## src/rtl/snpcc_pkg.sv

```systemverilog
package snpcc_pkg;

  typedef enum logic [1:0] {
    LS_INV = 2'd0,
    LS_SHD = 2'd1,
    LS_EXC = 2'd2
  } lineState_t;

  typedef enum logic [1:0] {
    BC_NONE   = 2'd0,
    BC_RDMISS = 2'd1,
    BC_WRMISS = 2'd2,
    BC_WRBACK = 2'd3
  } busCmd_t;

  // strobes from control to the line store
  typedef struct packed {
    logic fillEn;    // load requested line with all words valid
    logic fillExcl;  // fill enters exclusive rather than shared
    logic snpClr;    // clear masked words, drop to invalid
    logic snpShare;  // downgrade snooped line to shared
  } lineStrb_t;

endpackage

```

## src/rtl/snpcc_lines.sv

```systemverilog
module snpcc_lines
  import snpcc_pkg::*;
#(
  parameter int WORDS = 4,
  parameter int TAG_W = 6,
  parameter int IDX_W = 2
) (
  input  logic             clk,
  input  logic             rstN,
  input  lineStrb_t        strb,
  input  logic [IDX_W-1:0] cpuIdx,
  input  logic [TAG_W-1:0] cpuTag,
  input  logic [IDX_W-1:0] fillIdx,
  input  logic [TAG_W-1:0] fillTag,
  input  logic [IDX_W-1:0] snpIdx,
  input  logic [TAG_W-1:0] snpTag,
  input  logic [WORDS-1:0] snpMask,
  output logic             cpuTagHit,
  output logic [TAG_W-1:0] residentTag,
  output logic [WORDS-1:0] cpuValid,
  output lineState_t       cpuState,
  output logic             snpTagHit,
  output lineState_t       snpState
);
  localparam int LINES = 1 << IDX_W;

  logic [TAG_W-1:0] tagArr [LINES];
  logic [WORDS-1:0] vldArr [LINES];
  lineState_t       stArr  [LINES];

  always_ff @(posedge clk or negedge rstN) begin
    if (!rstN) begin
      for (int i = 0; i < LINES; i++) begin
        tagArr[i] <= '0;
        vldArr[i] <= '0;
        stArr[i]  <= LS_INV;
      end
    end else begin
      for (int i = 0; i < LINES; i++) begin
        if (strb.fillEn && fillIdx == IDX_W'(i)) begin
          tagArr[i] <= fillTag;
          vldArr[i] <= '1;
          stArr[i]  <= strb.fillExcl ? LS_EXC : LS_SHD;
        end else if (strb.snpClr && snpIdx == IDX_W'(i)) begin
          vldArr[i] <= vldArr[i] & ~snpMask;
          stArr[i]  <= LS_INV;
        end else if (strb.snpShare && snpIdx == IDX_W'(i)) begin
          stArr[i]  <= LS_SHD;
        end
      end
    end
  end

  assign residentTag = tagArr[cpuIdx];
  assign cpuTagHit   = (tagArr[cpuIdx] == cpuTag);
  assign cpuValid    = vldArr[cpuIdx];
  assign cpuState    = stArr[cpuIdx];
  assign snpTagHit   = (tagArr[snpIdx] == snpTag);
  assign snpState    = stArr[snpIdx];

endmodule

```

## src/rtl/snpcc_ctrl.sv

```systemverilog
module snpcc_ctrl
  import snpcc_pkg::*;
#(
  parameter int WORDS = 4,
  parameter int TAG_W = 6,
  parameter int IDX_W = 2
) (
  input  logic                   clk,
  input  logic                   rstN,
  input  logic                   cpuRead,
  input  logic                   cpuWrite,
  input  logic [IDX_W-1:0]       cpuIdx,
  input  logic [TAG_W-1:0]       cpuTag,
  input  logic [WORDS-1:0]       cpuWordMask,
  input  logic                   snoopValid,
  input  logic [1:0]             snoopCmd,
  input  logic [TAG_W+IDX_W-1:0] snoopBlockAddr,
  input  logic                   cpuTagHit,
  input  logic [TAG_W-1:0]       residentTag,
  input  logic [WORDS-1:0]       cpuValid,
  input  lineState_t             cpuState,
  input  logic                   snpTagHit,
  input  lineState_t             snpState,
  output lineStrb_t              strb,
  output logic [IDX_W-1:0]       reqIdx,
  output logic [TAG_W-1:0]       reqTag,
  output logic                   cpuDone,
  output logic                   cpuBusy,
  output logic                   busValid,
  output logic [1:0]             busCmd,
  output logic [TAG_W+IDX_W-1:0] busBlockAddr,
  output logic [WORDS-1:0]       busMask
);
  typedef enum logic [1:0] {ST_IDLE, ST_WBACK, ST_MISS} fsm_t;

  fsm_t             fsm, fsmNext;
  logic [WORDS-1:0] reqMask;
  logic             reqWrite;
  logic [TAG_W-1:0] victimTag;
  logic             capture;
  logic             cpuHit;

  assign cpuHit = cpuTagHit &&
                  (cpuWrite ? (cpuState == LS_EXC)
                            : ((cpuValid & cpuWordMask) == cpuWordMask));

  always_comb begin
    strb         = '0;
    cpuDone      = 1'b0;
    capture      = 1'b0;
    fsmNext      = fsm;
    busValid     = 1'b0;
    busCmd       = BC_NONE;
    busBlockAddr = '0;
    busMask      = '0;
    if (snoopValid) begin
      // snoop owns this cycle; the CPU side holds still
      if (snpTagHit && snoopCmd == BC_RDMISS && snpState == LS_EXC) begin
        strb.snpShare = 1'b1;
        busValid      = 1'b1;
        busCmd        = BC_WRBACK;
        busBlockAddr  = snoopBlockAddr;
        busMask       = '1;
      end else if (snpTagHit && snoopCmd == BC_WRMISS) begin
        strb.snpClr = 1'b1;
        if (snpState == LS_EXC) begin
          busValid     = 1'b1;
          busCmd       = BC_WRBACK;
          busBlockAddr = snoopBlockAddr;
          busMask      = '1;
        end
      end
    end else begin
      unique case (fsm)
        ST_IDLE: begin
          if (cpuRead || cpuWrite) begin
            if (cpuHit) begin
              cpuDone = 1'b1;
            end else begin
              capture = 1'b1;
              fsmNext = (cpuState == LS_EXC && !cpuTagHit) ? ST_WBACK : ST_MISS;
            end
          end
        end
        ST_WBACK: begin
          busValid     = 1'b1;
          busCmd       = BC_WRBACK;
          busBlockAddr = {victimTag, reqIdx};
          busMask      = '1;
          fsmNext      = ST_MISS;
        end
        ST_MISS: begin
          busValid      = 1'b1;
          busCmd        = reqWrite ? BC_WRMISS : BC_RDMISS;
          busBlockAddr  = {reqTag, reqIdx};
          busMask       = reqMask;
          strb.fillEn   = 1'b1;
          strb.fillExcl = reqWrite;
          cpuDone       = 1'b1;
          fsmNext       = ST_IDLE;
        end
        default: fsmNext = ST_IDLE;
      endcase
    end
  end

  always_ff @(posedge clk or negedge rstN) begin
    if (!rstN) begin
      fsm       <= ST_IDLE;
      reqIdx    <= '0;
      reqTag    <= '0;
      reqMask   <= '0;
      reqWrite  <= 1'b0;
      victimTag <= '0;
    end else begin
      fsm <= fsmNext;
      if (capture) begin
        reqIdx    <= cpuIdx;
        reqTag    <= cpuTag;
        reqMask   <= cpuWordMask;
        reqWrite  <= cpuWrite;
        victimTag <= residentTag;
      end
    end
  end

  assign cpuBusy = (fsm != ST_IDLE);

endmodule

```

## src/rtl/word_snoop_ctl.sv

```systemverilog
module word_snoop_ctl
  import snpcc_pkg::*;
#(
  parameter int WORDS = 4,
  parameter int TAG_W = 6,
  parameter int IDX_W = 2,
  localparam int ADDR_W = TAG_W + IDX_W
) (
  input  logic              clk,
  input  logic              rstN,
  input  logic              cpuRead,
  input  logic              cpuWrite,
  input  logic [ADDR_W-1:0] cpuBlockAddr,
  input  logic [WORDS-1:0]  cpuWordMask,
  output logic              cpuDone,
  output logic              cpuBusy,
  input  logic              snoopValid,
  input  logic [1:0]        snoopCmd,
  input  logic [ADDR_W-1:0] snoopBlockAddr,
  input  logic [WORDS-1:0]  snoopMask,
  output logic              busValid,
  output logic [1:0]        busCmd,
  output logic [ADDR_W-1:0] busBlockAddr,
  output logic [WORDS-1:0]  busMask
);
  lineStrb_t        strb;
  logic [IDX_W-1:0] reqIdx;
  logic [TAG_W-1:0] reqTag;
  logic             cpuTagHit, snpTagHit;
  logic [TAG_W-1:0] residentTag;
  logic [WORDS-1:0] cpuValid;
  lineState_t       cpuState, snpState;

  snpcc_lines #(.WORDS(WORDS), .TAG_W(TAG_W), .IDX_W(IDX_W)) u_lines (
    .clk        (clk),
    .rstN       (rstN),
    .strb       (strb),
    .cpuIdx     (cpuBlockAddr[IDX_W-1:0]),
    .cpuTag     (cpuBlockAddr[ADDR_W-1:IDX_W]),
    .fillIdx    (reqIdx),
    .fillTag    (reqTag),
    .snpIdx     (snoopBlockAddr[IDX_W-1:0]),
    .snpTag     (snoopBlockAddr[ADDR_W-1:IDX_W]),
    .snpMask    (snoopMask),
    .cpuTagHit  (cpuTagHit),
    .residentTag(residentTag),
    .cpuValid   (cpuValid),
    .cpuState   (cpuState),
    .snpTagHit  (snpTagHit),
    .snpState   (snpState)
  );

  snpcc_ctrl #(.WORDS(WORDS), .TAG_W(TAG_W), .IDX_W(IDX_W)) u_ctrl (
    .clk           (clk),
    .rstN          (rstN),
    .cpuRead       (cpuRead),
    .cpuWrite      (cpuWrite),
    .cpuIdx        (cpuBlockAddr[IDX_W-1:0]),
    .cpuTag        (cpuBlockAddr[ADDR_W-1:IDX_W]),
    .cpuWordMask   (cpuWordMask),
    .snoopValid    (snoopValid),
    .snoopCmd      (snoopCmd),
    .snoopBlockAddr(snoopBlockAddr),
    .cpuTagHit     (cpuTagHit),
    .residentTag   (residentTag),
    .cpuValid      (cpuValid),
    .cpuState      (cpuState),
    .snpTagHit     (snpTagHit),
    .snpState      (snpState),
    .strb          (strb),
    .reqIdx        (reqIdx),
    .reqTag        (reqTag),
    .cpuDone       (cpuDone),
    .cpuBusy       (cpuBusy),
    .busValid      (busValid),
    .busCmd        (busCmd),
    .busBlockAddr  (busBlockAddr),
    .busMask       (busMask)
  );

endmodule

```

## config.mk

```make
export PLATFORM = sky130hd
export DESIGN_NAME = word_snoop_ctl
export DESIGN_NICKNAME = d
export VERILOG_FILES = /design/src/rtl/snpcc_pkg.sv /design/src/rtl/snpcc_lines.sv /design/src/rtl/snpcc_ctrl.sv /design/src/rtl/word_snoop_ctl.sv
export SDC_FILE = /design/constraint.sdc
export NUM_CORES = 1
export LEC_CHECK = 0
export BUFFER_PORTS_ARGS = -buffer_cell sky130_fd_sc_hd__buf_2
export CAP_MARGIN = 20
export CORE_MARGIN = 2
export CORE_UTILIZATION = 38
export CTS_BUF_LIST = sky130_fd_sc_hd__clkbuf_8
export DETAILED_ROUTE_END_ITERATION = 7
export GPL_TIMING_DRIVEN = 0
export HOLD_SLACK_MARGIN = 0.06
export PLACE_DENSITY = 0.6
export SLEW_MARGIN = 20
export SYNTH_ARGS = -nofsm -noshare
export SYNTH_HDL_FRONTEND = slang
export SYNTH_SLANG_ARGS = --single-unit
```

## constraint.sdc

```tcl
create_clock -name clk -period 2.96 [get_ports clk]
set_input_delay 0.592 -clock clk [delete_from_list [all_inputs] [get_ports clk]]
set_output_delay 0.592 -clock clk [all_outputs]
set_load 0.01 [all_outputs]
```

After elaboration in Yosys (flattened, before gate mapping)
Index checks and enable logic that the tools add are counted.
Word-level totals
  ROM bits: 0
  latch bits: 0
  register bits after elaboration: 69
  output and inout port bits: 17
  memory bits (writable): 0
  logic and storage cells: 155
  memories: 0
  input port bits: 31
Operators by class
  divide/modulo/power cells: 0
  reductions and logical operators: 33
  magnitude comparators: 2
  add/sub/neg operators: 0
  eq/ne operators: 17
  multipliers: 0
  mux-type cells: 76
  bitwise gates (word level): 9
  shift operators: 0
Operator list (count)
  $mux 2: 28
  $mux 4: 14
  $mux 8: 4
  $bmux 6 s2: 2
  $mux 6: 4
  $and 4x4->4: 5
  $logic_and 1x1->1: 17
  $eq 2x2->1 const B: 8
  $mux 1: 16
  $pmux 8 s2: 1
  $eq 6x6->1: 2
  $reduce_bool 3->1: 4
  $reduce_bool 2->1: 5
  $bmux 2 s2: 2
  $bmux 4 s2: 1
  $eq 2x1->1 const B: 4
  $pmux 2 s2: 2
  $pmux 4 s2: 1
  $ge 3x3->1 const B: 2
  $logic_not 2->1: 3
  $not 2->3: 2
  $eq 4x4->1: 1
  $not 4->4: 1
  $reduce_and 3->1: 1
  other kinds (7): 7

Longest topological paths before layout
Gate-level depths: netlist (run 1).
  word-level depth: 13
  gate-level depth with buffers: 9
  gate-level depth less buffers: 7

Hierarchy
Synthesis (run 1) repeated with hierarchy kept, for this count alone.
Unflattened totals
  cells, all modules: 311
  area total of the unflattened synthesis: 3783.6 um2
By module, submodules not included
  snpcc_lines: seq. area each 1201.2 um2, cells an instance 195, area each 2517.4 um2, times used 1
  snpcc_ctrl: seq. area each 525.5 um2, cells an instance 116, area each 1266.2 um2, times used 1

Worst setup path before layout (run 1)
OpenSTA, ideal clock, no wires.
  path kind: input-to-output
  start point: in snoopBlockAddr[0]
  end point: out busBlockAddr[1]
  cell stages on the path: 7
  buffers on the path: 2
  required time: 2.368 ns
  path slack: -0.073 ns
  arrival time: 2.441 ns
  cell sequence: buf_6 -> mux4_2 -> xnor2_1 -> nand4_2 -> or4_1 -> buf_2 -> o21ai_2
Between the ends
  word-level cells in the longest chain between the ends: 9
Ends and longest elaborated chain
  start: declaration: line word_snoop_ctl.sv:19  | input logic [ADDR_W-1:0] snoopBlockAddr,
  $not 2->3 (implied by the code) *: line snpcc_lines.sv:58, snpcc_lines.sv:59
  $bmux 6 s2 or $bmux 2 s2 (tied branches): line snpcc_lines.sv:58, snpcc_lines.sv:59
  $mux 6 (implied by the code) or $mux 2 (tied branches) (2 in series): line snpcc_lines.sv:58, snpcc_lines.sv:59
  $eq 6x6->1 or $eq 2x2->1 (tied branches): line snpcc_lines.sv:58, snpcc_ctrl.sv:58, snpcc_ctrl.sv:66
  $logic_and 1x1->1, or another cell as far along: line snpcc_ctrl.sv:64  | end else if (snpTagHit && snoopCmd == BC_WRMISS) begin
  $mux 8 or $logic_and 1x1->1 (tied branches): line snpcc_ctrl.sv:64, snpcc_ctrl.sv:58
  $mux 8 *: line snpcc_ctrl.sv:58  | if (snpTagHit && snoopCmd == BC_RDMISS && snpState == LS_EXC) begin
  $mux 8 *: line snpcc_ctrl.sv:56  | if (snoopValid) begin
  end: declaration: line word_snoop_ctl.sv:23  | output logic [ADDR_W-1:0] busBlockAddr,
Mark *: on every way between the ends. The rest lies on a longest branch, timed or not. The select of a mux whose other input is x is not followed.

Worst setup path after layout (run 1)
  start point: in snoopBlockAddr[0]
  end point: out busBlockAddr[0]
Between the ends
  word-level cells in the longest chain between the ends: 9
Ends and longest elaborated chain (line)
  $not 2->3 (implied by the code): snpcc_lines.sv:58, snpcc_lines.sv:59
  $bmux 6 s2 or $bmux 2 s2 (tied branches): snpcc_lines.sv:58, snpcc_lines.sv:59
  $mux 6 (implied by the code) or $mux 2 (tied branches) (2 in series): snpcc_lines.sv:58, snpcc_lines.sv:59
  $eq 6x6->1 or $eq 2x2->1 (tied branches): snpcc_lines.sv:58, snpcc_ctrl.sv:58, snpcc_ctrl.sv:66
  $logic_and 1x1->1, or another cell as far along: snpcc_ctrl.sv:64
  $mux 8 or $logic_and 1x1->1 (tied branches): snpcc_ctrl.sv:64, snpcc_ctrl.sv:58
  $mux 8 *: snpcc_ctrl.sv:58
  $mux 8 *: snpcc_ctrl.sv:56
Marked as above.

==> reports/summary.txt, run 1 <==
ordered cell list for the critical path: buf_12, buf_8, mux4_2, xnor2_2, nand3_4, buf_6, nor4_4, buf_6, a22o_1, buf_2
final max-slew violation count: 0
type of the most critical hold path: primary input to asynchronous set/reset pin
commonest cells in the netlist: sky130_fd_sc_hd__nand2_1, sky130_fd_sc_hd__dfrtp_1, sky130_fd_sc_hd__nor2_1, sky130_fd_sc_hd__o21ai_0, sky130_fd_sc_hd__mux2_4
number of global-route vias before repair: 2982
Slew HR: 50.9%
NumNets Final: 468
Worst Setup Slack post-DPL: -0.319 ns
max cap viols: 0
post-place instance area: 4410 um2
die area: 11200 um2
endpoint required time on the critical path: 2.37 ns
Storage cell area: 1730 um2
Crit path buffers/inverters: 5
Crit-path slowest cell: sky130_fd_sc_hd__mux4_2
area of the core: 10200 um2
die width: 106 um
launching point of the worst reg2reg path: u_lines.tagArr[1]$_DFFE_PN0P_
total wirelength of the detailed-routed design: 10200 um
Post-DRT Antenna Nets: 0
maximum buffer depth of the clock tree: 2
antenna diode instance count: 0
number of placement rows: 37
area of combinational cells with multiple inputs: 2200 um2
GRT overflow: 0
endpoint type of the worst setup path: output port
via-per-instance ratio: 5.22
clock slew at the register clock pins of the worst setup and hold paths: 0.09 ns
starting density of the core: 38.6%
Yosys reg bits: 69
Worst R2R End: u_lines.vldArr[3]$_DFFE_PN0P_
critical path arrival: 2.47 ns
met2 wire length: 4830 um
pin slew with the least headroom to its limit: 0.736 ns
GRT Total Usage: 19.3%
final hold violation count: 0
number of clock sinks: 69
cell depth of the worst flop-to-flop path: 9
global-route wire length before repair: 16300 um
height of the chip: 106 um
maximum number of pins on one net before global-route repair: 57
initial antenna violation count: 0
clock tree from TritonCTS: built
total iterations of the first detailed-routing run: 4
io pins: 48
Pwr per Cell Area: 897 nW/um2
setup repair after global routing missed its margin: yes
overall power: 4.33 mW
DP Wirelength: 7300 um
highest ir drop seen on vdd: 0.000314 V
static power due to leakage: 2.20 nW
cell class contributing the biggest share of worst-path delay: buffers and inverters
count of yosys warnings during synthesis: 0
Synthesized Nets: 399
achievable clock frequency: 0.326 GHz
clock root buffer: sky130_fd_sc_hd__clkbuf_8
EDFF count, synth: 0
post-synthesis async set-or-reset flop share: 100%
minimum clock period: 3.07 ns
Post-Syn Area: 3930 um2
cell type with the highest aggregate area in the netlist: sky130_fd_sc_hd__dfrtp_1
final count of negative-setup-slack endpoints: 15
synthesized area per cell: 10.8 um2
Inserted Clock Buffers: 9
Startpoint Class: primary input
setup slack, reg-to-reg: 0.23 ns
number of inserted filler cells in the final layout: 958
gate count after technology mapping: 365
outcome: finished with violations
Met3 Wirelength: 416 um
routability congestion estimate from global placement: 0.877
DRC violation total after the first TritonRoute iteration: 200
critical path depth: 10
final core area utilization: 47.4%
crit-path max cell delay: 0.51 ns
H-tree lvl count: 3
share of the yosys chip area belonging to registers: 44.0%
proportion of netlist area held by the largest area contributor: 44.0%
cell seen most often among critical-path stages: sky130_fd_sc_hd__buf_6
most common cell in the netlist: sky130_fd_sc_hd__nand2_1
Synth area leaders: sky130_fd_sc_hd__dfrtp_1, sky130_fd_sc_hd__nand2_1, sky130_fd_sc_hd__mux2_4
final non-filler cell area: 4830 um2
post-route DRC violation count: 0
number of input and output port buffers inserted: 45
post-route worst setup slack: -0.105 ns
violated checks: setup timing
final worst clock skew: 0.0122 ns
worst skew pair latency: 0.35 ns
wl on met1: 4810 um
fraction of layout cells with a size suffix above 1: 34.6%
routed len/inst: 17.7 um
area added between synthesis and finish: 22.9%
via count: 3000
max layer used: met4
number of distinct library cells after synthesis: 51
Main synth FF type: sky130_fd_sc_hd__dfrtp_1
worst setup path category: primary input to output port
final clock period utilization by the worst path: 104%
Worst Path Max Fanout: 7
==> area by class of cell <==
cell class,instances,share of cell area [%]
inverters,8,0.622
well taps,136,3.53
clock buffers,9,2.57
flip-flops and latches,69,35.8
multi-input cells,270,45.7
repair buffers,59,7.52
clock inverters,7,1.53
plain buffers,17,2.77
==> layout by cell type, fill, tap and decap left out, types with 5 or more instances in the layout <==
master                     count
sky130_fd_sc_hd__a22oi_1       6
sky130_fd_sc_hd__nand2_2       7
sky130_fd_sc_hd__mux2_2        9
sky130_fd_sc_hd__xnor2_2       9
sky130_fd_sc_hd__mux4_1        6
sky130_fd_sc_hd__mux2_4       14
sky130_fd_sc_hd__nand2_1      78
sky130_fd_sc_hd__a21o_1       11
sky130_fd_sc_hd__clkbuf_8      9
sky130_fd_sc_hd__clkbuf_1     10
sky130_fd_sc_hd__o21ai_1       5
sky130_fd_sc_hd__a21oi_1      11
sky130_fd_sc_hd__nor2_1       22
sky130_fd_sc_hd__nand2b_1     10
sky130_fd_sc_hd__nor2b_1      10
sky130_fd_sc_hd__buf_4        14
sky130_fd_sc_hd__dfrtp_1      69
sky130_fd_sc_hd__mux4_2       11
sky130_fd_sc_hd__buf_2        43
sky130_fd_sc_hd__inv_1         8
sky130_fd_sc_hd__o21ai_0      12
==> power breakdown <==
group | internal (mW) | switching [mW] | total, mW | leakage, nW
sequential | 1.36 | 0.334 | 1.70 | 0.807
clock | 0.394 | 0.404 | 0.798 | 0.100
combinational | 0.947 | 0.885 | 1.83 | 1.29
==> how the worst max path moves through the flow <==
| stage | startpoint | to | slack (ns) |
|---|---|---|---|
| finish | snoopBlockAddr[0] | busBlockAddr[0] | -0.11 |
| detailed placement | snoopBlockAddr[1] | busBlockAddr[1] | -0.32 |
| global placement | snoopBlockAddr[1] | busBlockAddr[1] | -0.33 |
| floorplan | snoopBlockAddr[0] | busBlockAddr[1] | -0.02 |
| CTS | snoopBlockAddr[0] | busBlockAddr[1] | -0.15 |
| global route | u_lines.tagArr[5]$_DFFE_PN0P_ | busBlockAddr[1] | -0.21 |
==> cell families (layout without fill, tap and decap cells) <==
| logic type | Yosys count | in the layout | synth area share, % |
|---|---|---|---|
| compound gates | 64 | 64 | 11.3 |
| xor+xnor | 12 | 12 | 2.87 |
| fa+ha+maj | 3 | 3 | 0.956 |
| buf+inv | 26 | 100 | 3.63 |
| flops | 69 | 69 | 44.0 |
| mux | 41 | 41 | 18.7 |
| simple gates | 150 | 150 | 18.6 |
==> flip-flops by register name, summed over array words and instances, names as in the netlist <==
register          cells
u_ctrl.fsm            2
u_ctrl.reqIdx         2
u_ctrl.reqMask        4
u_ctrl.reqTag         6
u_ctrl.reqWrite       1
u_ctrl.victimTag      6
u_lines.stArr         8
u_lines.tagArr       24
u_lines.vldArr       16
==> through the flow <==
stage / cells / hold slack [ns] / TNS (ns)
after floorplan: 365 / 0.296 / -0.0561
after global placement: 546 / 0.457 / -5.41
after detailed placement: 547 / 0.459 / -5.37
after CTS: 573 / 0.0887 / -1.40
after global routing: 575 / 0.0978 / -2.37
final: 575 / 0.0886 / -0.838
==> what timing repair did <==
| action | 4_1_cts | 5_1_grt |
|---|---|---|
| gates resized for setup | 18 | 20 |
| pin swaps | 9 | 13 |
| buffers inserted | 10 | 3 |
| hold buffers | 0 | 0 |
| endpoints found under the setup margin | 16 | 16 |
==> per-layer routing <==
layer	vias up	global-route usage, %
met1	1497	27.3
li1	1420	-
met5	-	0
met4	0	6.77
met3	9	2.60
met2	74	30.5
No activity file was read; power rests on OpenSTA's default activity.
==> run 2: changes to the inputs <==
--- a/config.mk
+++ b/config.mk
@@ -7,6 +7,7 @@
 export LEC_CHECK = 0
 export BUFFER_PORTS_ARGS = -buffer_cell sky130_fd_sc_hd__buf_2
 export CAP_MARGIN = 20
+export CORE_ASPECT_RATIO = 0.6
 export CORE_MARGIN = 2
 export CORE_UTILIZATION = 38
 export CTS_BUF_LIST = sky130_fd_sc_hd__clkbuf_8
==> run 2 against run 1 <==
Effect of this change: the run still ends with setup timing left; maximum frequency fell by 2.4%; critical path depth fell by 2; register-to-register slack got worse by 0.07 ns; core utilization rose by 1.6 points; worst hold slack improved by 0.015 ns; final area rose by 1.1%; via count rose by 3.1%; sequential power barely moved; wire length rose by 9.0%; die area rose by 0.24%; largest power group unchanged.
==> reports/summary.txt, run 2 (same netlist as run 1, synthesis figures left out) <==
setup repair after global routing missed its margin: yes (unchanged)
Pwr per Cell Area: 897 nW/um2 (about the same)
Inserted Clock Buffers: 9 (unchanged)
type of the most critical hold path: primary input to asynchronous set/reset pin (unchanged)
Startpoint Class: primary input (unchanged)
Biggest register: u_lines.tagArr (unchanged)
area of the core: 9950 um2 (was 10200 um2)
endpoint type of the worst setup path: output port (unchanged)
clock tree from TritonCTS: built (unchanged)
static power due to leakage: 2.22 nW (was 2.20 nW)
final hold violation count: 0 (unchanged)
Slew HR: 53.6% (was 50.9%)
critical path arrival: 2.55 ns (was 2.47 ns)
commonest cells after routing, fill and taps aside: sky130_fd_sc_hd__nand2_1, sky130_fd_sc_hd__dfrtp_1, sky130_fd_sc_hd__buf_2 (unchanged)
minimum clock period: 3.14 ns (was 3.07 ns)
routed len/inst: 19.2 um (was 17.7 um)
total wirelength of the detailed-routed design: 11100 um (was 10200 um)
antenna diode instance count: 0 (unchanged)
number of input and output port buffers inserted: 45 (unchanged)
global-route wire length before repair: 17400 um (was 16300 um)
clock root buffer: sky130_fd_sc_hd__clkbuf_8 (unchanged)
H-tree lvl count: 3 (unchanged)
final clock period utilization by the worst path: 106% (was 104%)
worst skew pair latency: 0.36 ns (was 0.35 ns)
DP Wirelength: 8140 um (was 7300 um)
Worst Setup Slack post-DPL: -0.326 ns (was -0.319 ns)
height of the chip: 82.8 um (was 106 um)
area added between synthesis and finish: 24.2% (was 22.9%)
endpoint required time on the critical path: 2.37 ns (about the same)
io pins: 48 (unchanged)
die area: 11200 um2 (about the same)
clock slew at the register clock pins of the worst setup and hold paths: 0.08 ns (was 0.09 ns)
post-route DRC violation count: 0 (unchanged)
largest registers in the final layout: u_lines.tagArr: 24 flops, u_lines.vldArr: 16 flops, u_lines.stArr: 8 flops (unchanged)
GRT Total Usage: 21.6% (was 19.3%)
# placed instances: 546 (was 547)
achievable clock frequency: 0.318 GHz (was 0.326 GHz)
worst setup path startpoint: snoopBlockAddr[0] (unchanged)
number of clock sinks: 69 (unchanged)
GRT overflow: 0 (unchanged)
number of hold buffers added after cts: 0 (unchanged)
maximum number of pins on one net before global-route repair: 53 (was 57)
number of placement rows: 28 (was 37)
via-per-instance ratio: 5.35 (was 5.22)
most common cell after layout, fill and taps aside: sky130_fd_sc_hd__nand2_1 (unchanged)
max cap viols: 0 (unchanged)
worst hold slack: 0.104 ns (was 0.0886 ns)
initial antenna violation count: 0 (unchanged)
die width: 135 um (was 106 um)
final max-slew violation count: 0 (unchanged)
final worst clock skew: 0.0113 ns (was 0.0122 ns)
launching point of the worst reg2reg path: u_lines.tagArr[11]$_DFFE_PN0P_ (was u_lines.tagArr[1]$_DFFE_PN0P_)
post-route worst setup slack: -0.180 ns (was -0.105 ns)
highest ir drop seen on vdd: 0.000360 V (was 0.000314 V)
Worst Path Max Fanout: 8 (was 7)
total iterations of the first detailed-routing run: 4 (unchanged)
final count of negative-setup-slack endpoints: 16 (was 15)
outcome: finished with violations (unchanged)
starting density of the core: 39.5% (was 38.6%)
overall power: 4.37 mW (was 4.33 mW)
worst setup path category: primary input to output port (unchanged)
DRC violation total after the first TritonRoute iteration: 187 (was 200)
fin cells: 578 (was 575)
via count: 3092 (was 3000)
violated checks: setup timing (unchanged)
number of global-route vias before repair: 2997 (was 2982)
fraction of layout cells with a size suffix above 1: 35.9% (was 34.6%)
Largest register FFs: 24 (unchanged)
maximum buffer depth of the clock tree: 2 (unchanged)
NumNets Final: 472 (was 468)
Post-DRT Antenna Nets: 0 (unchanged)
routability congestion estimate from global placement: 0.889 (was 0.877)
pin slew with the least headroom to its limit: 0.696 ns (was 0.736 ns)
run 2: final timing paths:
path                            cells after the start                              to  slack [ns]
worst max register to register                      9    u_ctrl.reqIdx[1]$_DFFE_PN0P_        0.16
worst max-delay path                                8                 busBlockAddr[1]       -0.18
worst min register to register                      1   u_lines.vldArr[2]$_DFFE_PN0P_        0.48
min in group clk                                    2  u_lines.vldArr[12]$_DFFE_PN0P_        0.45
max in group asynchronous                           2   u_lines.vldArr[0]$_DFFE_PN0P_        2.31
worst min-delay path                                1       u_ctrl.fsm[1]$_DFFE_PN0P_        0.10
run 2: worst max-delay path, cell delays in order:
cell	delay, ns
sky130_fd_sc_hd__buf_12	0.10
sky130_fd_sc_hd__buf_8	0.10
sky130_fd_sc_hd__mux4_2	0.52
sky130_fd_sc_hd__xnor2_2	0.24
sky130_fd_sc_hd__nand3_4	0.11
sky130_fd_sc_hd__or4_4	0.56
sky130_fd_sc_hd__o21ai_2	0.18
sky130_fd_sc_hd__buf_2	0.15
run 2: per-layer routing:
metal / up-vias / GRT usage (%) / routed length [um]
li1: 1428 / - / -
met1: 1525 / 32.8 / 5320
met2: 124 / 31.1 / 4540
met3: 15 / 5.49 / 1130
met4: 0 / 4.17 / 130
met5: - / 0 / 0
run 2: per-stage QoR:
step	cell area (um2)	setup TNS, ns	util [%]
2_1_floorplan	3980	-0.0561	-
3_3_place_gp	4380	-4.91	44.0
3_5_place_dp	4410	-5.56	44.3
4_1_cts	4760	-1.28	47.8
5_1_grt	4880	-2.39	49.0
6_report	4880	-1.42	49.0
run 2: layout make-up:
cell class	count	area (um2)
inverters	8	30.0
clock buffers	9	124
plain buffers	17	134
repair buffers	63	425
well taps	135	169
clock inverters	7	73.8
flip-flops and latches	69	1730
multi-input cells	270	2190
fillers	949	5070
run 2: power breakdown:
group | switching [mW] | total, mW | internal (mW)
clock network | 0.389 | 0.780 | 0.391
registers | 0.345 | 1.71 | 1.36
logic | 0.931 | 1.88 | 0.953
total | 1.67 | 4.37 | 2.71
run 2: repair_timing:
item / in CTS / in global routing
pin swaps: 5 / 12
gates resized for setup: 29 / 14
buffers inserted: 10 / 8
endpoints found under the setup margin: 16 / 16
==> run 3: changes to the inputs <==
==> constraint.sdc (replaced) <==
create_clock -name clk -period 2.96 [get_ports clk]
set_input_delay 0.444 -clock clk [delete_from_list [all_inputs] [get_ports clk]]
set_output_delay 0.444 -clock clk [all_outputs]
set_load 0.01 [all_outputs]
==> run 3 against run 2 <==
Effect of this change: the run now ends clean; first-iteration DRC count down 2.7%; core utilization down 1.8 points; via count up 1.0%; clock skew down 0.0011 ns; maximum frequency up 6.9%; power down 2.8%; worst hold slack better by 0.18 ns; critical path depth up 1; combinational power down 6%; sequential power about the same; non-clock buffer count down 6; highest routed layer unchanged.
==> reports/summary.txt, run 3 (same netlist as run 1, synthesis figures left out) <==
outcome: completed (was finished with violations)
die width: 135 um (unchanged)
launching point of the worst reg2reg path: u_ctrl.fsm[0]$_DFFE_PN0P_ (was u_lines.tagArr[11]$_DFFE_PN0P_)
critical path arrival: 2.49 ns (was 2.55 ns)
Slew HR: 54.2% (was 53.6%)
GRT overflow: 0 (unchanged)
total iterations of the first detailed-routing run: 4 (unchanged)
NumNets Final: 466 (was 472)
via count: 3124 (was 3092)
minimum clock period: 2.94 ns (was 3.14 ns)
commonest cells after routing, fill and taps aside: sky130_fd_sc_hd__nand2_1, sky130_fd_sc_hd__dfrtp_1, sky130_fd_sc_hd__buf_2 (unchanged)
Pwr per Cell Area: 906 nW/um2 (was 897 nW/um2)
fraction of layout cells with a size suffix above 1: 32.1% (was 35.9%)
routed len/inst: 19.0 um (was 19.2 um)
ordered cell list for the critical path: mux4_2, xnor2_2, nand4_4, buf_6, nor4_4, buf_4, nand2_2, o21ai_1, buf_2 (was buf_12, buf_8, mux4_2, xnor2_2, nand3_4, or4_4, o21ai_2, buf_2)
type of the most critical hold path: primary input to flop (was primary input to asynchronous set/reset pin)
antenna diode instance count: 0 (unchanged)
worst skew pair latency: 0.37 ns (was 0.36 ns)
final count of negative-setup-slack endpoints: 0 (was 16)
Post-DRT Antenna Nets: 0 (unchanged)
crit-path max cell delay: 0.52 ns (was 0.56 ns)
static power due to leakage: 2.14 nW (was 2.22 nW)
area added between synthesis and finish: 19.5% (was 24.2%)
setup repair after global routing missed its margin: yes (unchanged)
maximum buffer depth of the clock tree: 2 (unchanged)
clock slew at the register clock pins of the worst setup and hold paths: 0.08 ns (about the same)
global-route wire length before repair: 16700 um (was 17400 um)
final clock period utilization by the worst path: 99.2% (was 106%)
maximum number of pins on one net before global-route repair: 38 (was 53)
max cap viols: 0 (unchanged)
clock tree from TritonCTS: built (unchanged)
GRT Total Usage: 20.9% (was 21.6%)
via-per-instance ratio: 5.47 (was 5.35)
number of clock sinks: 69 (unchanged)
initial antenna violation count: 0 (unchanged)
overall power: 4.25 mW (was 4.37 mW)
largest registers in the final layout: u_lines.tagArr: 24 flops, u_lines.vldArr: 16 flops, u_lines.stArr: 8 flops (unchanged)
endpoint type of the worst setup path: output port (unchanged)
final worst clock skew: 0.0102 ns (was 0.0113 ns)
Crit-path slowest cell: sky130_fd_sc_hd__mux4_2 (was sky130_fd_sc_hd__or4_4)
pin slew with the least headroom to its limit: 0.687 ns (was 0.696 ns)
Startpoint Class: flop (was primary input)
Worst Path Max Fanout: 4 (was 8)
number of input and output port buffers inserted: 45 (unchanged)
cell class contributing the biggest share of worst-path delay: multiplexers (was simple AND/OR/NAND/NOR gates)
area of the core: 9950 um2 (unchanged)
DRC violation total after the first TritonRoute iteration: 182 (was 187)
worst hold slack: 0.286 ns (was 0.104 ns)
setup TNS: 0 ns (was -1.42 ns)
starting density of the core: 39.5% (unchanged)
most common cell after layout, fill and taps aside: sky130_fd_sc_hd__nand2_1 (unchanged)
Crit path buffers/inverters: 3 (unchanged)
H-tree lvl count: 3 (unchanged)
post-route DRC violation count: 0 (unchanged)
Largest register FFs: 24 (unchanged)
endpoint required time on the critical path: 2.52 ns (was 2.37 ns)
Inserted Clock Buffers: 9 (unchanged)
final max-slew violation count: 0 (unchanged)
clock root buffer: sky130_fd_sc_hd__clkbuf_8 (unchanged)
routability congestion estimate from global placement: 0.881 (was 0.889)
height of the chip: 82.8 um (unchanged)
final hold violation count: 0 (unchanged)
worst setup path startpoint: u_lines.tagArr[1]$_DFFE_PN0P_ (was snoopBlockAddr[0])
total wirelength of the detailed-routed design: 10900 um (was 11100 um)
io pins: 48 (unchanged)
number of global-route vias before repair: 2966 (was 2997)
number of placement rows: 28 (unchanged)
Biggest register: u_lines.tagArr (unchanged)
Min-Delay Startpoint: snoopMask[1]
die area: 11200 um2 (unchanged)
highest ir drop seen on vdd: 0.000377 V (was 0.000360 V)
DP Wirelength: 7940 um (was 8140 um)
worst setup path category: flop to output port (was primary input to output port)
achievable clock frequency: 0.341 GHz (was 0.318 GHz)
[run 3: changes by cell type in the layout (fill, tap and decap cells not counted), sizes merged]
cell,change
buf,-7
dlygate4sd3,+1
inv,-1
[run 3: layout make-up]
type / instances / area, um2
Buffer: 17 / 108
Inverter: 8 / 30.0
Fill cell: 943 / 5260
Sequential cell: 69 / 1730
Multi-Input combinational cell: 270 / 2140
Tap cell: 135 / 169
Clock buffer: 9 / 124
Timing Repair Buffer: 57 / 337
Clock inverter: 6 / 65.1
[run 3: worst paths after layout]
| kind | cells after the start | slack (ns) | endpoint |
|---|---|---|---|
| max in group asynchronous | 3 | 1.80 | u_lines.tagArr[16]$_DFFE_PN0P_ |
| max | 9 | 0.02 | busBlockAddr[3] |
| min | 2 | 0.29 | u_lines.vldArr[13]$_DFFE_PN0P_ |
| min in group asynchronous | 2 | 0.59 | u_ctrl.reqMask[1]$_DFFE_PN0P_ |
| min reg2reg | 1 | 0.48 | u_lines.vldArr[1]$_DFFE_PN0P_ |
| max reg2reg | 8 | 0.25 | u_lines.tagArr[16]$_DFFE_PN0P_ |
[run 3: what timing repair did]
item | in CTS | in global routing
gates resized for setup | 8 | 19
buffers inserted | 3 | 7
hold buffers | 1 | 0
hold endpoints to repair | 23 | 0
setup endpoints to repair | 16 | 16
pin swaps | 2 | 10
[run 3: report_power, final]
| group | switching, mW | leakage (nW) | total [mW] | internal, mW |
|---|---|---|---|---|
| registers | 0.350 | 0.807 | 1.72 | 1.37 |
| logic | 0.877 | 1.24 | 1.77 | 0.894 |
| clock network | 0.382 | 0.0950 | 0.766 | 0.384 |
[run 3: per-layer routing]
metal  global-route usage (%)  routed length (um)  vias up
li1                         -                   -     1415
met1                     32.1                5530     1559
met2                     29.1                4360      138
met3                     5.25                 872       12
met4                     4.90                  94        0
met5                        0                   0        -
[run 3: metrics by stage]
step	utilization [%]	std cells	setup WS [ns]	area, um2
6_report	47.2	571	0.0238	4690
3_3_place_gp	43.4	545	-0.0929	4320
3_5_place_dp	43.7	546	-0.0929	4340
5_1_grt	47.2	571	-0.0944	4690
2_1_floorplan	-	365	0.223	3930
4_1_cts	46.4	565	-0.0257	4610
